`src/rtl/npc_exc_pkg.sv`:
```
package npc_exc_pkg;

  localparam logic [5:0] OP_BEQ   = 6'd17;
  localparam logic [5:0] OP_BGTS  = 6'd18;
  localparam logic [5:0] OP_BGES  = 6'd19;
  localparam logic [5:0] OP_BGEU  = 6'd20;
  localparam logic [5:0] OP_BGTU  = 6'd21;
  localparam logic [5:0] OP_BNEQ  = 6'd23;
  localparam logic [5:0] OP_TRAP  = 6'd43;
  localparam logic [5:0] OP_JREG  = 6'd48;
  localparam logic [5:0] OP_CREG  = 6'd54;
  localparam logic [5:0] OP_JREL  = 6'd56;
  localparam logic [5:0] OP_CREL  = 6'd62;

  localparam logic [4:0] IDX_RET  = 5'd29;
  localparam logic [4:0] IDX_EPC  = 5'd30;
  localparam logic [4:0] IDX_BPC  = 5'd31;

  localparam logic [4:0] TRAP_SYS = 5'd7;
  localparam logic [4:0] TRAP_BRK = 5'd2;

  localparam int IE_GLOBAL = 0;
  localparam int IE_SAVEXC = 1;
  localparam int IE_SAVBRK = 2;

  typedef enum logic [2:0] {
    CZ_NONE = 3'd0, CZ_IRQ = 3'd1, CZ_SYSCALL = 3'd2, CZ_BREAK = 3'd3,
    CZ_DIVZERO = 3'd4, CZ_ILLEGAL = 3'd5, CZ_MISALIGN = 3'd6
  } cause_e;

  typedef enum logic [2:0] {
    PS_HOLD, PS_SEQ, PS_COND, PS_REL26, PS_REG, PS_VEC
  } pcSel_e;

  typedef enum logic [2:0] {
    CMP_EQ, CMP_GTS, CMP_GES, CMP_GEU, CMP_GTU, CMP_NE
  } cmp_e;

  typedef enum logic [1:0] { LK_NONE, LK_RET, LK_EPC } link_e;

  typedef struct packed {
    pcSel_e     pcSel;
    cmp_e       cmpOp;
    link_e      linkSel;
    logic [4:0] linkIdx;
    cause_e     cause;
  } strobe_t;

endpackage

```
`src/rtl/npc_exc_ctrl.sv`:
```
module npc_exc_ctrl
  import npc_exc_pkg::*;
(
  input  logic       clk,
  input  logic       rst_n,
  input  logic       instrValid,
  input  logic [5:0] opcode,
  input  logic [4:0] rsIdx,
  input  logic [4:0] trapCode,
  input  logic [1:0] pcLow,
  input  logic       irqReq,
  input  logic       divZero,
  input  logic       csrIeWrEn,
  input  logic [2:0] csrIeWrData,
  output strobe_t    strobe,
  output logic [2:0] ieState,
  output logic       excTaken,
  output cause_e     excCause
);

  typedef enum logic [2:0] {
    IEOP_KEEP, IEOP_RET_EXC, IEOP_RET_BRK, IEOP_TRAP_EXC, IEOP_TRAP_BRK
  } ieOp_e;

  logic [2:0] ieReg;
  logic [2:0] ieEff;
  logic [2:0] ieNext;
  logic       isTrap;
  cause_e     trapCause;
  cause_e     cause;
  ieOp_e      ieOp;
  strobe_t    instrStrobe;
  ieOp_e      instrIeOp;

  assign ieEff  = csrIeWrEn ? csrIeWrData : ieReg;
  assign isTrap = (opcode == OP_TRAP);

  always_comb begin
    if (trapCode == TRAP_SYS)      trapCause = CZ_SYSCALL;
    else if (trapCode == TRAP_BRK) trapCause = CZ_BREAK;
    else                           trapCause = CZ_ILLEGAL;
  end

  // Exception precedence chain
  always_comb begin
    if (!instrValid)                          cause = CZ_NONE;
    else if (pcLow != 2'b00)                  cause = CZ_MISALIGN;
    else if (isTrap && trapCause == CZ_ILLEGAL) cause = CZ_ILLEGAL;
    else if (divZero)                         cause = CZ_DIVZERO;
    else if (isTrap)                          cause = trapCause;
    else if (irqReq && ieEff[IE_GLOBAL])      cause = CZ_IRQ;
    else                                      cause = CZ_NONE;
  end

  // Normal flow decode
  always_comb begin
    instrStrobe.pcSel   = PS_SEQ;
    instrStrobe.cmpOp   = CMP_EQ;
    instrStrobe.linkSel = LK_NONE;
    instrStrobe.linkIdx = IDX_RET;
    instrStrobe.cause   = CZ_NONE;
    instrIeOp           = IEOP_KEEP;
    unique case (opcode)
      OP_BEQ:  begin instrStrobe.pcSel = PS_COND; instrStrobe.cmpOp = CMP_EQ;  end
      OP_BGTS: begin instrStrobe.pcSel = PS_COND; instrStrobe.cmpOp = CMP_GTS; end
      OP_BGES: begin instrStrobe.pcSel = PS_COND; instrStrobe.cmpOp = CMP_GES; end
      OP_BGEU: begin instrStrobe.pcSel = PS_COND; instrStrobe.cmpOp = CMP_GEU; end
      OP_BGTU: begin instrStrobe.pcSel = PS_COND; instrStrobe.cmpOp = CMP_GTU; end
      OP_BNEQ: begin instrStrobe.pcSel = PS_COND; instrStrobe.cmpOp = CMP_NE;  end
      OP_JREL: instrStrobe.pcSel = PS_REL26;
      OP_CREL: begin
        instrStrobe.pcSel   = PS_REL26;
        instrStrobe.linkSel = LK_RET;
      end
      OP_CREG: begin
        instrStrobe.pcSel   = PS_REG;
        instrStrobe.linkSel = LK_RET;
      end
      OP_JREG: begin
        instrStrobe.pcSel = PS_REG;
        if (rsIdx == IDX_EPC)      instrIeOp = IEOP_RET_EXC;
        else if (rsIdx == IDX_BPC) instrIeOp = IEOP_RET_BRK;
      end
      default: ;
    endcase
  end

  // Merge exception and normal flow into the strobe bundle
  always_comb begin
    if (!instrValid) begin
      strobe         = instrStrobe;
      strobe.pcSel   = PS_HOLD;
      strobe.linkSel = LK_NONE;
      ieOp           = IEOP_KEEP;
    end else if (cause != CZ_NONE) begin
      strobe.pcSel   = PS_VEC;
      strobe.cmpOp   = CMP_EQ;
      strobe.linkSel = LK_EPC;
      strobe.linkIdx = (cause == CZ_BREAK) ? IDX_BPC : IDX_EPC;
      strobe.cause   = cause;
      ieOp           = (cause == CZ_BREAK) ? IEOP_TRAP_BRK : IEOP_TRAP_EXC;
    end else begin
      strobe = instrStrobe;
      ieOp   = instrIeOp;
    end
  end

  always_comb begin
    ieNext = ieEff;
    unique case (ieOp)
      IEOP_RET_EXC:  ieNext[IE_GLOBAL] = ieEff[IE_SAVEXC];
      IEOP_RET_BRK:  ieNext[IE_GLOBAL] = ieEff[IE_SAVBRK];
      IEOP_TRAP_EXC: begin
        ieNext[IE_SAVEXC] = ieEff[IE_GLOBAL];
        ieNext[IE_GLOBAL] = 1'b0;
      end
      IEOP_TRAP_BRK: begin
        ieNext[IE_SAVBRK] = ieEff[IE_GLOBAL];
        ieNext[IE_GLOBAL] = 1'b0;
      end
      default: ;
    endcase
  end

  always_ff @(posedge clk or negedge rst_n) begin
    if (!rst_n) ieReg <= 3'b000;
    else        ieReg <= ieNext;
  end

  assign ieState  = ieReg;
  assign excTaken = (cause != CZ_NONE);
  assign excCause = cause;

endmodule

```
`src/rtl/npc_exc_dpath.sv`:
```
module npc_exc_dpath
  import npc_exc_pkg::*;
#(
  parameter int XLEN      = 32,
  parameter int VEC_SHIFT = 5
) (
  input  logic [XLEN-1:0] pc,
  input  logic [25:0]     immField,
  input  logic [XLEN-1:0] opA,
  input  logic [XLEN-1:0] opB,
  input  logic [XLEN-1:0] excBase,
  input  strobe_t         strobe,
  output logic [XLEN-1:0] nextPc,
  output logic            linkWrEn,
  output logic [4:0]      linkIdx,
  output logic [XLEN-1:0] linkData
);

  localparam int OFF16_W = 18;
  localparam int OFF26_W = 28;

  logic [XLEN-1:0] seqPc;
  logic [XLEN-1:0] off16;
  logic [XLEN-1:0] off26;
  logic [XLEN-1:0] condTarget;
  logic [XLEN-1:0] relTarget;
  logic [XLEN-1:0] vecTarget;
  logic            cmpTrue;

  assign seqPc = pc + XLEN'(4);
  assign off16 = {{(XLEN-OFF16_W){immField[15]}}, immField[15:0], 2'b00};
  assign off26 = {{(XLEN-OFF26_W){immField[25]}}, immField[25:0], 2'b00};
  assign condTarget = pc + off16;
  assign relTarget  = pc + off26;
  assign vecTarget  = excBase + ({{(XLEN-3){1'b0}}, strobe.cause} << VEC_SHIFT);

  always_comb begin
    unique case (strobe.cmpOp)
      CMP_EQ:  cmpTrue = (opA == opB);
      CMP_GTS: cmpTrue = ($signed(opA) >  $signed(opB));
      CMP_GES: cmpTrue = ($signed(opA) >= $signed(opB));
      CMP_GEU: cmpTrue = (opA >= opB);
      CMP_GTU: cmpTrue = (opA >  opB);
      CMP_NE:  cmpTrue = (opA != opB);
      default: cmpTrue = 1'b0;
    endcase
  end

  always_comb begin
    unique case (strobe.pcSel)
      PS_HOLD:  nextPc = pc;
      PS_COND:  nextPc = cmpTrue ? condTarget : seqPc;
      PS_REL26: nextPc = relTarget;
      PS_REG:   nextPc = opA;
      PS_VEC:   nextPc = vecTarget;
      default:  nextPc = seqPc;
    endcase
  end

  assign linkWrEn = (strobe.linkSel != LK_NONE);
  assign linkIdx  = strobe.linkIdx;
  assign linkData = (strobe.linkSel == LK_RET) ? seqPc : pc;

endmodule

```
`src/rtl/npc_exc_unit.sv`:
```
module npc_exc_unit
  import npc_exc_pkg::*;
#(
  parameter int XLEN      = 32,
  parameter int VEC_SHIFT = 5
) (
  input  logic            clk,
  input  logic            rst_n,
  input  logic            instrValid,
  input  logic [XLEN-1:0] pc,
  input  logic [31:0]     instr,
  input  logic [XLEN-1:0] opA,
  input  logic [XLEN-1:0] opB,
  input  logic [XLEN-1:0] excBase,
  input  logic            irqReq,
  input  logic            divZero,
  input  logic            csrIeWrEn,
  input  logic [2:0]      csrIeWrData,
  output logic [XLEN-1:0] nextPc,
  output logic            linkWrEn,
  output logic [4:0]      linkIdx,
  output logic [XLEN-1:0] linkData,
  output logic [2:0]      ieState,
  output logic            excTaken,
  output logic [2:0]      excCause
);

  strobe_t strobe;
  cause_e  causeCode;

  npc_exc_ctrl u_ctrl (
    .clk        (clk),
    .rst_n      (rst_n),
    .instrValid (instrValid),
    .opcode     (instr[31:26]),
    .rsIdx      (instr[25:21]),
    .trapCode   (instr[4:0]),
    .pcLow      (pc[1:0]),
    .irqReq     (irqReq),
    .divZero    (divZero),
    .csrIeWrEn  (csrIeWrEn),
    .csrIeWrData(csrIeWrData),
    .strobe     (strobe),
    .ieState    (ieState),
    .excTaken   (excTaken),
    .excCause   (causeCode)
  );

  npc_exc_dpath #(.XLEN(XLEN), .VEC_SHIFT(VEC_SHIFT)) u_dpath (
    .pc       (pc),
    .immField (instr[25:0]),
    .opA      (opA),
    .opB      (opB),
    .excBase  (excBase),
    .strobe   (strobe),
    .nextPc   (nextPc),
    .linkWrEn (linkWrEn),
    .linkIdx  (linkIdx),
    .linkData (linkData)
  );

  assign excCause = causeCode;

endmodule

```
`config.mk`:
```
export PLATFORM = sky130hd
export DESIGN_NAME = npc_exc_unit
export DESIGN_NICKNAME = d
export VERILOG_FILES = /design/src/rtl/npc_exc_pkg.sv /design/src/rtl/npc_exc_ctrl.sv /design/src/rtl/npc_exc_dpath.sv /design/src/rtl/npc_exc_unit.sv
export SDC_FILE = /design/constraint.sdc
export NUM_CORES = 1
export LEC_CHECK = 0
export BUFFER_PORTS_ARGS = -buffer_cell sky130_fd_sc_hd__buf_2
export CAP_MARGIN = 15
export CORE_ASPECT_RATIO = 1.2
export CORE_MARGIN = 2
export CORE_UTILIZATION = 46
export CTS_BUF_LIST = sky130_fd_sc_hd__clkbuf_8
export DETAILED_ROUTE_END_ITERATION = 8
export PLACE_DENSITY = 0.79
export SLEW_MARGIN = 30
export SYNTH_ARGS = -nofsm -noshare
export SYNTH_HDL_FRONTEND = slang
export SYNTH_SLANG_ARGS = --single-unit
```
`constraint.sdc`:
```
create_clock -name clk -period 3.6 [get_ports clk]
set_clock_uncertainty 0.15 [all_clocks]
set_input_delay 0.18 -clock clk [delete_from_list [all_inputs] [get_ports clk]]
set_output_delay 0.18 -clock clk [all_outputs]
set_load 0.01 [all_outputs]
```
==> results of run 1 <==
[kinds of logic (layout without fill, tap and decap cells)]
kind of cell | Yosys count | count (layout) | synth area share [%]
adder cells (fa/ha/maj) | 80 | 80 | 17.0
buffers and inverters | 92 | 376 | 6.44
flip-flops | 3 | 3 | 1.25
other | 1 | 6 | 0.0627
XOR/XNOR | 110 | 110 | 16.1
multiplexers | 10 | 10 | 2.55
AND/OR/NAND/NOR | 329 | 329 | 27.2
AO/OA/AOI/OAI | 264 | 264 | 29.4
[where the power goes]
part	switching (mW)	leakage, nW	internal (mW)
Clock	0.0262	0.0269	0.0729
Combinational	0.609	3.84	0.482
Sequential	0.00250	0.0370	0.0375
Total	0.638	3.91	0.593
[cells in the final DEF (no fill, tap or decap), types with 5 or more instances in the layout]
master and count:
nand2b_1 6, a221oi_2 6, nor2b_1 5, nand4_1 21, nor3_1 17, a221oi_1 8
a21o_1 25, o21ai_0 52, ha_1 77, xnor2_1 73, inv_1 54, and4_1 7
nand2_1 103, and2_1 7, o21ai_1 8, a31oi_1 8, xor2_1 35, o21bai_1 7
nor4_1 6, a211oi_1 7, buf_2 242, a21oi_1 68, nor2_1 49, nand3_1 48
or3_1 6, o221ai_1 8, and3_1 28, a221o_1 7, buf_4 71, o211ai_1 15
o21a_1 5
[through the flow]
stage	hold slack (ns)	std cells
4_1_cts	0.133	1335
2_1_floorplan	-0.266	891
3_3_place_gp	-0.174	1328
6_report	0.133	1342
3_5_place_dp	-0.171	1328
5_1_grt	0.140	1342
[repair_timing]
item,4_1_cts,5_1_grt
hold buffers,1,0
setup endpoints to repair,13,23
pin swaps,5,25
hold endpoints to repair,3,0
setup buffers,2,4
resized for setup,12,34
[path summary, 6_finish.rpt]
path	slack (ns)	cells past startpoint	end	start
max in group asynchronous	3.05	2	u_ctrl.ieState[2]	rst_n
min in group asynchronous	0.14	2	u_ctrl.ieState[0]	rst_n
hold reg to reg	0.46	1	u_ctrl.ieState[1]	u_ctrl.ieState[1]
hold / removal	0.13	2	u_ctrl.ieState[2]	csrIeWrData[2]
setup / recovery	0.07	16	nextPc[13]	u_ctrl.ieState[0]
setup reg to reg	1.40	10	u_ctrl.ieState[1]	u_ctrl.ieState[0]
[area by class of cell]
type                       instances  area [um2]  area share (%)
inverter                          55         206            2.56
sequential                         3        75.1           0.930
clock inverter                     1        3.75          0.0465
timing repair buffer             317        1810            22.4
multi-input combinational        796        5730            71.0
tap                              164         205            2.54
clock buffer                       3        41.3           0.511
antenna                            3        7.51          0.0930
[per-layer routing]
metal  GRT usage (%)  vias to the layer above
li1                -                     3870
met1            41.1                     3678
met2            61.9                      475
met3            3.39                       87
met4            15.7                        0
met5               0                        -
==> flow_summary.yaml, run 1 <==
run_status:
  status: "completed"
cells_and_area:
  fin_util_pct: 63.7
  drive_gt1_share_pct: 31.4
  final_nets: 1425
  stdcell_area_um2: 8070
  syn2layout_area_growth_pct: 34.9
  largest_reg_flops: 3
  fillers: 1227
worst_setup_path:
  path_max_fanout: 3
  max_stage_delay_ns: 0.38
  critPathLaunchType: "register"
  path_class: "register to primary output"
  path_buf_inv: 2
  end_kind: "primary output"
  critPathMostFrequentCell: "a21oi_1"
  path_cells: "mux2_4 > o2bb2ai_4 > a31oi_4 > nor4_4 > ha_2 > fa_2 > a21oi_2 > nor2_2 > buf_4 > nand2_2 > xor2_1 > o211ai_1 > a221o_1 > a21oi_1 > a21oi_1 > buf_2"
  arrival_ns: 3.20
  crit_family: "compound AO/OA/AOI/OAI gates"
  cp.required_ns: 3.27
  slowest_stage: "dfrtp_1"
sta:
  hold_viol: 0
  slew_headroom_pct: 54.6
  timing.final.crit_share_pct: 98.2
  slew_violations: 0
  fin_tns_setup_ns: 0
  fin_ws_ns: 0.0662
  tightestPinTransition_ns: 0.674
  final-setup-viol-count: 0
  post-route-min-period_ns: 3.53
  rsz0062_at_grt: "true"
  fmax_ghz: 0.283
synth:
  synth_area_um2: 5980
  synthArstFlopShare_pct: 100
  yosysWarningCount: 0
  synth_cell_type_count: 78
  synth.avg_cell_area_um2: 6.73
  dominantRegCellSynth: "dfrtp_1"
  synthTopCellsByCount: "105 x nand2_1, 78 x ha_1, 75 x xnor2_1"
  netlist_instances: 889
  ys_ff_latch: 3
  synthTopCellsByArea: "ha_1 16%, xnor2_1 11%, nand2_1 6.6%"
  synth.most_common_cell: "nand2_1"
  netlist.area_leader.share_pct: 16.3
  synth_edf_count: 0
  yosysTopAreaCell: "ha_1"
  ys_seq_area_share_pct: 1.25
cts:
  clk_latency_ns: 0.22
  htreeDepth: 1
  cts-root-buf: "clkbuf_8"
  clkTransAtPathRegs_ns: 0.03
  cts_made_buffers: 3
  cts_sinks: 3
  cts_tree: "yes"
  cts_max_path_buffers: 2
detailed_routing:
  wl_per_cell_um: 18.5
  drc_errors: 0
  wl_met3_um: 2080
  detail-route-antenna-nets: 0
  drt-initial-drc-count: 620
  wirelength_um: 24800
  dr_wl_met2_um: 12100
  routed_via_density: 6.04
  dr.pass1.iters: 5
  dr_total_vias: 8110
  routed.top_layer: "met4"
  drt-met1-wl_um: 9360
placed_design:
  io_buffers: 242
  gp_congestion: 0.987
  dp.final_hpwl_um: 20700
  post-place-ws_ns: -0.170
  post_dp_cell_area_um2: 7770
min_path:
  hold_path.class: "input port to register"
pwr:
  power.total_mw: 1.23
  powerDensity_nw_per_um2: 152
  power_leakage_nw: 3.91
  worst_ir_drop_vdd_uv: 197
flow_run:
  cap_violations: 0
global_routing:
  grt_overflow: 0
  grt_pass1_vias: 7709
  grt_usage_pct: 34.5
  antenna_found_initial: 3
  grt_pass1_wl_um: 38400
  grt_max_degree: 42
floorplan:
  initial_core_util_pct: 47.2
  core_area_um2: 12700
  num_rows: 45
  die_y_um: 129
  ios: 246
  die_w_um: 108
  die-area_um2: 13900
(Power assumes the default switching activity.)
==> run 2: changes to the inputs <==
--- a/config.mk
+++ b/config.mk
@@ -7,12 +7,14 @@
 export LEC_CHECK = 0
 export BUFFER_PORTS_ARGS = -buffer_cell sky130_fd_sc_hd__buf_2
 export CAP_MARGIN = 15
+export CELL_PAD_IN_SITES_DETAIL_PLACEMENT = 1
+export CELL_PAD_IN_SITES_GLOBAL_PLACEMENT = 2
 export CORE_ASPECT_RATIO = 1.2
 export CORE_MARGIN = 2
-export CORE_UTILIZATION = 46
+export CORE_UTILIZATION = 24
 export CTS_BUF_LIST = sky130_fd_sc_hd__clkbuf_8
 export DETAILED_ROUTE_END_ITERATION = 8
-export PLACE_DENSITY = 0.79
+export PLACE_DENSITY = 0.8
 export SLEW_MARGIN = 30
 export SYNTH_ARGS = -nofsm -noshare
 export SYNTH_HDL_FRONTEND = slang
==> run 2 against run 1 <==
Sequential cell count stayed put. Global-route usage decreased by 12 points. Clock-buffer cell count is the same. Worst hold slack gained 0.0066 ns. Sequential share of layout area shrank 0.075 points. Sequential power about the same. Via count is 0.92% higher. Core utilization is 28 points lower. Clock power decreased by 5.7%. First-iteration DRC count shrank 44%. Critical endpoint is now nextPc[31].
==> flow_summary.yaml, run 2 (synthesis results as in run 1) <==
detailed_routing:
  dr.pass1.iters: 4
  dr_total_vias: 8185
  detail-route-antenna-nets: 0
  drc_errors: 0
  drt-initial-drc-count: 350
  wl_per_cell_um: 20.2
  wirelength_um: 31300
  routed_via_density: 5.27
placed_design:
  gp_congestion: 0.952
  post-place-ws_ns: -0.355
  dp.final_hpwl_um: 26800
  io_buffers: 242
worst_setup_path:
  end_kind: "primary output"
  crit_family: "compound AO/OA/AOI/OAI gates"
  path_class: "register to primary output"
  path_cells: "mux2_4 > o2bb2ai_4 > a31oi_4 > nor4_4 > ha_4 > fa_2 > a21oi_2 > nor2_2 > nand2_2 > nor2_4 > and2_4 > nand3_4 > xnor2_2 > a221oi_2 > o21ai_1 > a32o_1 > buf_2"
  critPathLaunchType: "register"
  slowest_stage: "fa_2"
  cp.required_ns: 3.27
  arrival_ns: 3.19
  max_stage_delay_ns: 0.38
  path_max_fanout: 3
  path_buf_inv: 1
global_routing:
  grt_usage_pct: 22.7
  grt_pass1_wl_um: 46800
  grt_pass1_vias: 8642
  grt_overflow: 0
  grt_max_degree: 43
  antenna_found_initial: 13
cells_and_area:
  regArea_um2: 75.1
  largest_reg_flops: 3
  fillers: 3234
  final_common_cell: "buf_2"
  syn2layout_area_growth_pct: 46.7
  final_nets: 1471
  multi_input_area_um2: 5850
  mostFrequentLayoutCells: "241 x buf_2, 115 x buf_4, 104 x nand2_1, 77 x ha_1, 73 x xnor2_1"
  drive_gt1_share_pct: 35.3
cts:
  cts_sinks: 3
  cts_max_path_buffers: 2
  cts-root-buf: "clkbuf_8"
  cts_made_buffers: 3
  clkTransAtPathRegs_ns: 0.03
  htreeDepth: 1
  cts_tree: "yes"
  clk_latency_ns: 0.21
sta:
  fmax_ghz: 0.284
  timing.final.crit_share_pct: 97.9
  fin_ws_ns: 0.0760
  slew_headroom_pct: 58.4
  final-setup-viol-count: 0
  post-route-min-period_ns: 3.52
  hold_viol: 0
  tightestPinTransition_ns: 0.622
  rsz0062_at_grt: "true"
  slew_violations: 0
flow_run:
  cap_violations: 0
run_status:
  status: "completed"
pwr:
  power_leakage_nw: 4.16
  power.total_mw: 1.32
  worst_ir_drop_vdd_uv: 251
  powerDensity_nw_per_um2: 151
floorplan:
  initial_core_util_pct: 24.3
  core_area_um2: 24600
  die_w_um: 148
  die_y_um: 177
  num_rows: 63
  ios: 246
  die-area_um2: 26200
min_path:
  hold_path.class: "input port to async pin"
## run 2: cell types whose count changed in the layout (fill, tap and decap cells not counted), moves of 4 or more
cell / before / now
o21ai_0: 52 / 48
o21ai_1: 8 / 12
diode_2: 3 / 8
buf_4: 71 / 115
## run 2: final timing paths
| kind | startpoint | end | slack, ns | depth (start not counted) |
|---|---|---|---|---|
| min in group clk | csrIeWrData[1] | u_ctrl.ieState[1] | 0.18 | 2 |
| setup reg to reg | u_ctrl.ieState[0] | u_ctrl.ieState[1] | 1.35 | 9 |
| setup / recovery | u_ctrl.ieState[0] | nextPc[31] | 0.08 | 17 |
| hold reg to reg | u_ctrl.ieState[1] | u_ctrl.ieState[1] | 0.52 | 1 |
| hold / removal | rst_n | u_ctrl.ieState[0] | 0.14 | 2 |
| max in group asynchronous | rst_n | u_ctrl.ieState[1] | 3.05 | 2 |
## run 2: area by class of cell
type / instances / share of cell area, %
antenna: 8 / 0.228
clock buffer: 3 / 0.470
clock inverter: 1 / 0.0427
inverter: 55 / 2.41
multi-input combinational: 796 / 66.6
sequential: 3 / 0.855
tap: 325 / 4.63
timing repair buffer: 363 / 24.8
## run 2: worst register-to-register path, delay by kind of cell (launching register included)
kind / cells / cell delay (ns)
mux: 2 / 0.59
buf+inv: 4 / 0.58
flops: 1 / 0.36
compound gates: 2 / 0.36
simple gates: 1 / 0.08
## run 2: power by group
part,leakage [nW],switching [mW],internal (mW)
logic,4.09,0.663,0.526
registers,0.0370,0.00276,0.0375
clock network,0.0269,0.0211,0.0725
## run 2: routing by layer
| layer | GRT usage (%) | vias to the layer above | wire length, um |
|---|---|---|---|
| met5 | 0 | - | 60 |
| met2 | 41.8 | 241 | 15800 |
| met4 | 9.25 | 10 | 1240 |
| met3 | 4.20 | 70 | 1660 |
| met1 | 25.7 | 3904 | 12600 |
| li1 | - | 3960 | - |
## run 2: timing repair
| item | in CTS | in global routing |
|---|---|---|
| setup buffers | 6 | 8 |
| pin swaps | 19 | 29 |
| setup endpoints to repair | 27 | 27 |
| hold buffers | 1 | 0 |
| gates resized for setup | 34 | 44 |
| hold endpoints to repair | 3 | 0 |
## run 2: per-stage QoR
stage | TNS [ns] | hold WS [ns] | cell area, um2 | utilization, % | std cells
floorplan | 0 | -0.266 | 5990 | - | 891
global placement | -1.67 | -0.173 | 8260 | 33.6 | 1528
detailed placement | -2.65 | -0.170 | 8260 | 33.6 | 1528
CTS | -0.0314 | 0.137 | 8500 | 34.6 | 1538
global route | -0.115 | 0.164 | 8780 | 35.7 | 1552
finish | 0 | 0.140 | 8780 | 35.7 | 1554
==> run 3: changes to the inputs <==
--- a/config.mk
+++ b/config.mk
@@ -5,13 +5,14 @@
 export SDC_FILE = /design/constraint.sdc
 export NUM_CORES = 1
 export LEC_CHECK = 0
+export ABC_AREA = 1
 export BUFFER_PORTS_ARGS = -buffer_cell sky130_fd_sc_hd__buf_2
 export CAP_MARGIN = 15
 export CELL_PAD_IN_SITES_DETAIL_PLACEMENT = 1
 export CELL_PAD_IN_SITES_GLOBAL_PLACEMENT = 2
 export CORE_ASPECT_RATIO = 1.2
 export CORE_MARGIN = 2
-export CORE_UTILIZATION = 24
+export CORE_UTILIZATION = 23
 export CTS_BUF_LIST = sky130_fd_sc_hd__clkbuf_8
 export DETAILED_ROUTE_END_ITERATION = 8
 export PLACE_DENSITY = 0.8
==> run 3 against run 2 <==
Global-route usage is 0.62 points lower. Cell count is 23% higher. Critical path depth is 6 higher. Core utilization is 5.8 points lower. Die area is 21% higher. Worst hold slack worse by 0.0073 ns. Area after synthesis is 16% higher. Cell area is 1.1% higher. Critical endpoint is now nextPc[27].
==> flow_summary.yaml, run 3 <==
sta:
  fin_ws_ns: 0.168
  timing.hold.ws_ns: 0.133
  tightestPinTransition_ns: 0.867
  post-route-min-period_ns: 3.43
  fmax_ghz: 0.291
  rsz0062_at_grt: "true"
  timing.final.crit_share_pct: 95.3
  final-setup-viol-count: 0
  fin_tns_setup_ns: 0
  slew_violations: 0
  slew_headroom_pct: 42.1
  hold_viol: 0
placed_design:
  dp_cells: 1902
  dp.final_hpwl_um: 32000
  post-place-ws_ns: 0.0684
  io_buffers: 242
  gp_congestion: 0.937
pwr:
  powerDensity_nw_per_um2: 154
  worst_ir_drop_vdd_uv: 164
  power_leakage_nw: 4.59
global_routing:
  grt_pass1_vias: 10000
  grt_max_degree: 37
  grt_pass1_wl_um: 54400
  grt_overflow: 0
  antenna_found_initial: 5
  grt_usage_pct: 22.1
floorplan:
  die-area_um2: 31700
  die_w_um: 163
  ios: 246
  die_y_um: 195
  num_rows: 69
  initial_core_util_pct: 23.4
  core_area_um2: 29700
cells_and_area:
  final_common_cell: "nand2_1"
  final_nets: 1773
  drive_gt1_share_pct: 23.6
  fin_util_pct: 29.9
  largest_reg_flops: 3
  mostFrequentLayoutCells: "315 x nand2_1, 242 x buf_2, 170 x inv_1, 110 x nor2_1, 100 x a21oi_1"
  syn2layout_area_growth_pct: 27.6
  final_cell_count_no_fill: 1917
worst_setup_path:
  max_stage_delay_ns: 0.33
  end_kind: "primary output"
  path_max_fanout: 4
  reg2reg_depth: 13
  rrSetupSlack_ns: 1.52
  path_class: "register to primary output"
  slowest_stage: "dfrtp_1"
  path_buf_inv: 4
  r2r_start: "u_ctrl.ieState[0]"
  crit_family: "simple AND/OR/NAND/NOR gates"
  arrival_ns: 3.10
  path_cells: "inv_1 > nand2_2 > nand3_2 > nand2_1 > nand3_2 > nor2_2 > ha_2 > fa_2 > nand2_1 > a21oi_2 > nand3_2 > inv_2 > nand2_4 > nor2_4 > buf_6 > nand2_1 > nor2_2 > o21ai_1 > a21o_1 > o211ai_1 > nor2_1 > o211ai_1 > buf_2"
  cp.required_ns: 3.27
  critPathLaunchType: "register"
  r2r_end: "u_ctrl.ieState[0]"
synth:
  synth.most_common_cell: "nand2_1"
  netlist.area_leader.share_pct: 17.2
  synthTopCellsByCount: "319 x nand2_1, 170 x inv_1, 116 x nor2_1"
  synthArstFlopShare_pct: 100
  synth_area_um2: 6960
  ys_seq_area_share_pct: 1.08
  synth_edf_count: 0
  synth.avg_cell_area_um2: 5.46
  yosysTopAreaCell: "nand2_1"
  dominantRegCellSynth: "dfrtp_1"
  yosysWarningCount: 0
  synthTopCellsByArea: "nand2_1 17%, ha_1 14%, inv_1 9.2%"
  ys_ff_latch: 3
  synth_cell_type_count: 52
  netlist_instances: 1274
detailed_routing:
  dr.pass1.iters: 4
  wirelength_um: 36300
  dr_total_vias: 9479
  drt-initial-drc-count: 364
  detail-route-antenna-nets: 0
  wl_per_cell_um: 18.9
  drc_errors: 0
  routed_via_density: 4.94
cts:
  cts_sinks: 3
  cts-root-buf: "clkbuf_8"
  cts_made_buffers: 3
  cts_tree: "yes"
  clkTransAtPathRegs_ns: 0.03
  cts_max_path_buffers: 2
  clk_latency_ns: 0.22
  htreeDepth: 1
flow_run:
  cap_violations: 0
min_path:
  hold_path.class: "input port to async pin"
run_status:
  status: "completed"
[run 3: layout make-up]
cell class	instances	area, um2
antenna	4	10.0
clock buffer	3	41.3
sequential	3	75.1
clock inverter	1	3.75
fill	4046	20800
timing repair buffer	271	1450
inverter	180	676
multi-input combinational	1065	6140
tap	390	488
[run 3: repair_timing]
item / CTS / global route
hold endpoints to repair: 3 / 0
buffers inserted: 0 / 5
gates resized for setup: 1 / 25
hold buffers: 1 / 0
gates cloned: 0 / 1
pin swaps: 0 / 12
setup endpoints to repair: 1 / 12
[run 3: worst max path at each step]
stage                 startpoint         end  slack [ns]  cells after the start
2_1_floorplan          instr[28]  nextPc[28]        0.60                     21
3_3_place_gp           instr[28]  nextPc[27]        0.19                     23
3_5_place_dp           instr[29]  nextPc[27]        0.07                     24
4_1_cts        u_ctrl.ieState[0]  nextPc[27]        0.02                     23
5_1_grt                instr[29]  nextPc[28]       -0.08                     26
6_report       u_ctrl.ieState[0]  nextPc[27]        0.17                     23
[run 3: routing by layer]
metal | vias up | GRT usage [%] | part of all wire [%]
li1 | 4770 | - | -
met4 | 2 | 6.65 | 3.5
met1 | 4442 | 27.0 | 42
met5 | - | 0 | 0.030
met3 | 61 | 1.13 | 3.6
met2 | 204 | 41.3 | 51
[run 3: cells by family (layout without fill, tap and decap cells)]
| family | count (synthesis) | in the layout | share of synthesized area, % |
|---|---|---|---|
| AO/OA/AOI/OAI | 249 | 249 | 20.5 |
| XOR/XNOR | 59 | 59 | 7.42 |
| adder cells (fa/ha/maj) | 80 | 80 | 14.6 |
| buffers and inverters | 209 | 455 | 12.1 |
| flip-flops | 3 | 3 | 1.08 |
| multiplexers | 1 | 1 | 0.144 |
| other | 1 | 7 | 0.0539 |
| AND/OR/NAND/NOR | 672 | 673 | 44.1 |
[run 3: report_power, final]
part / internal (mW) / leakage, nW / switching, mW / total (mW)
sequential: 0.0385 / 0.0355 / 0.00197 / 0.0404
combinational: 0.441 / 4.53 / 0.793 / 1.23
clock: 0.0727 / 0.0269 / 0.0236 / 0.0963
[run 3: metrics by stage]
step	total power [mW]	cell area (um2)
floorplan	0.753	6970
global placement	1.24	8690
detailed placement	1.26	8690
CTS	1.37	8750
global route	1.52	8880
finish	1.37	8880
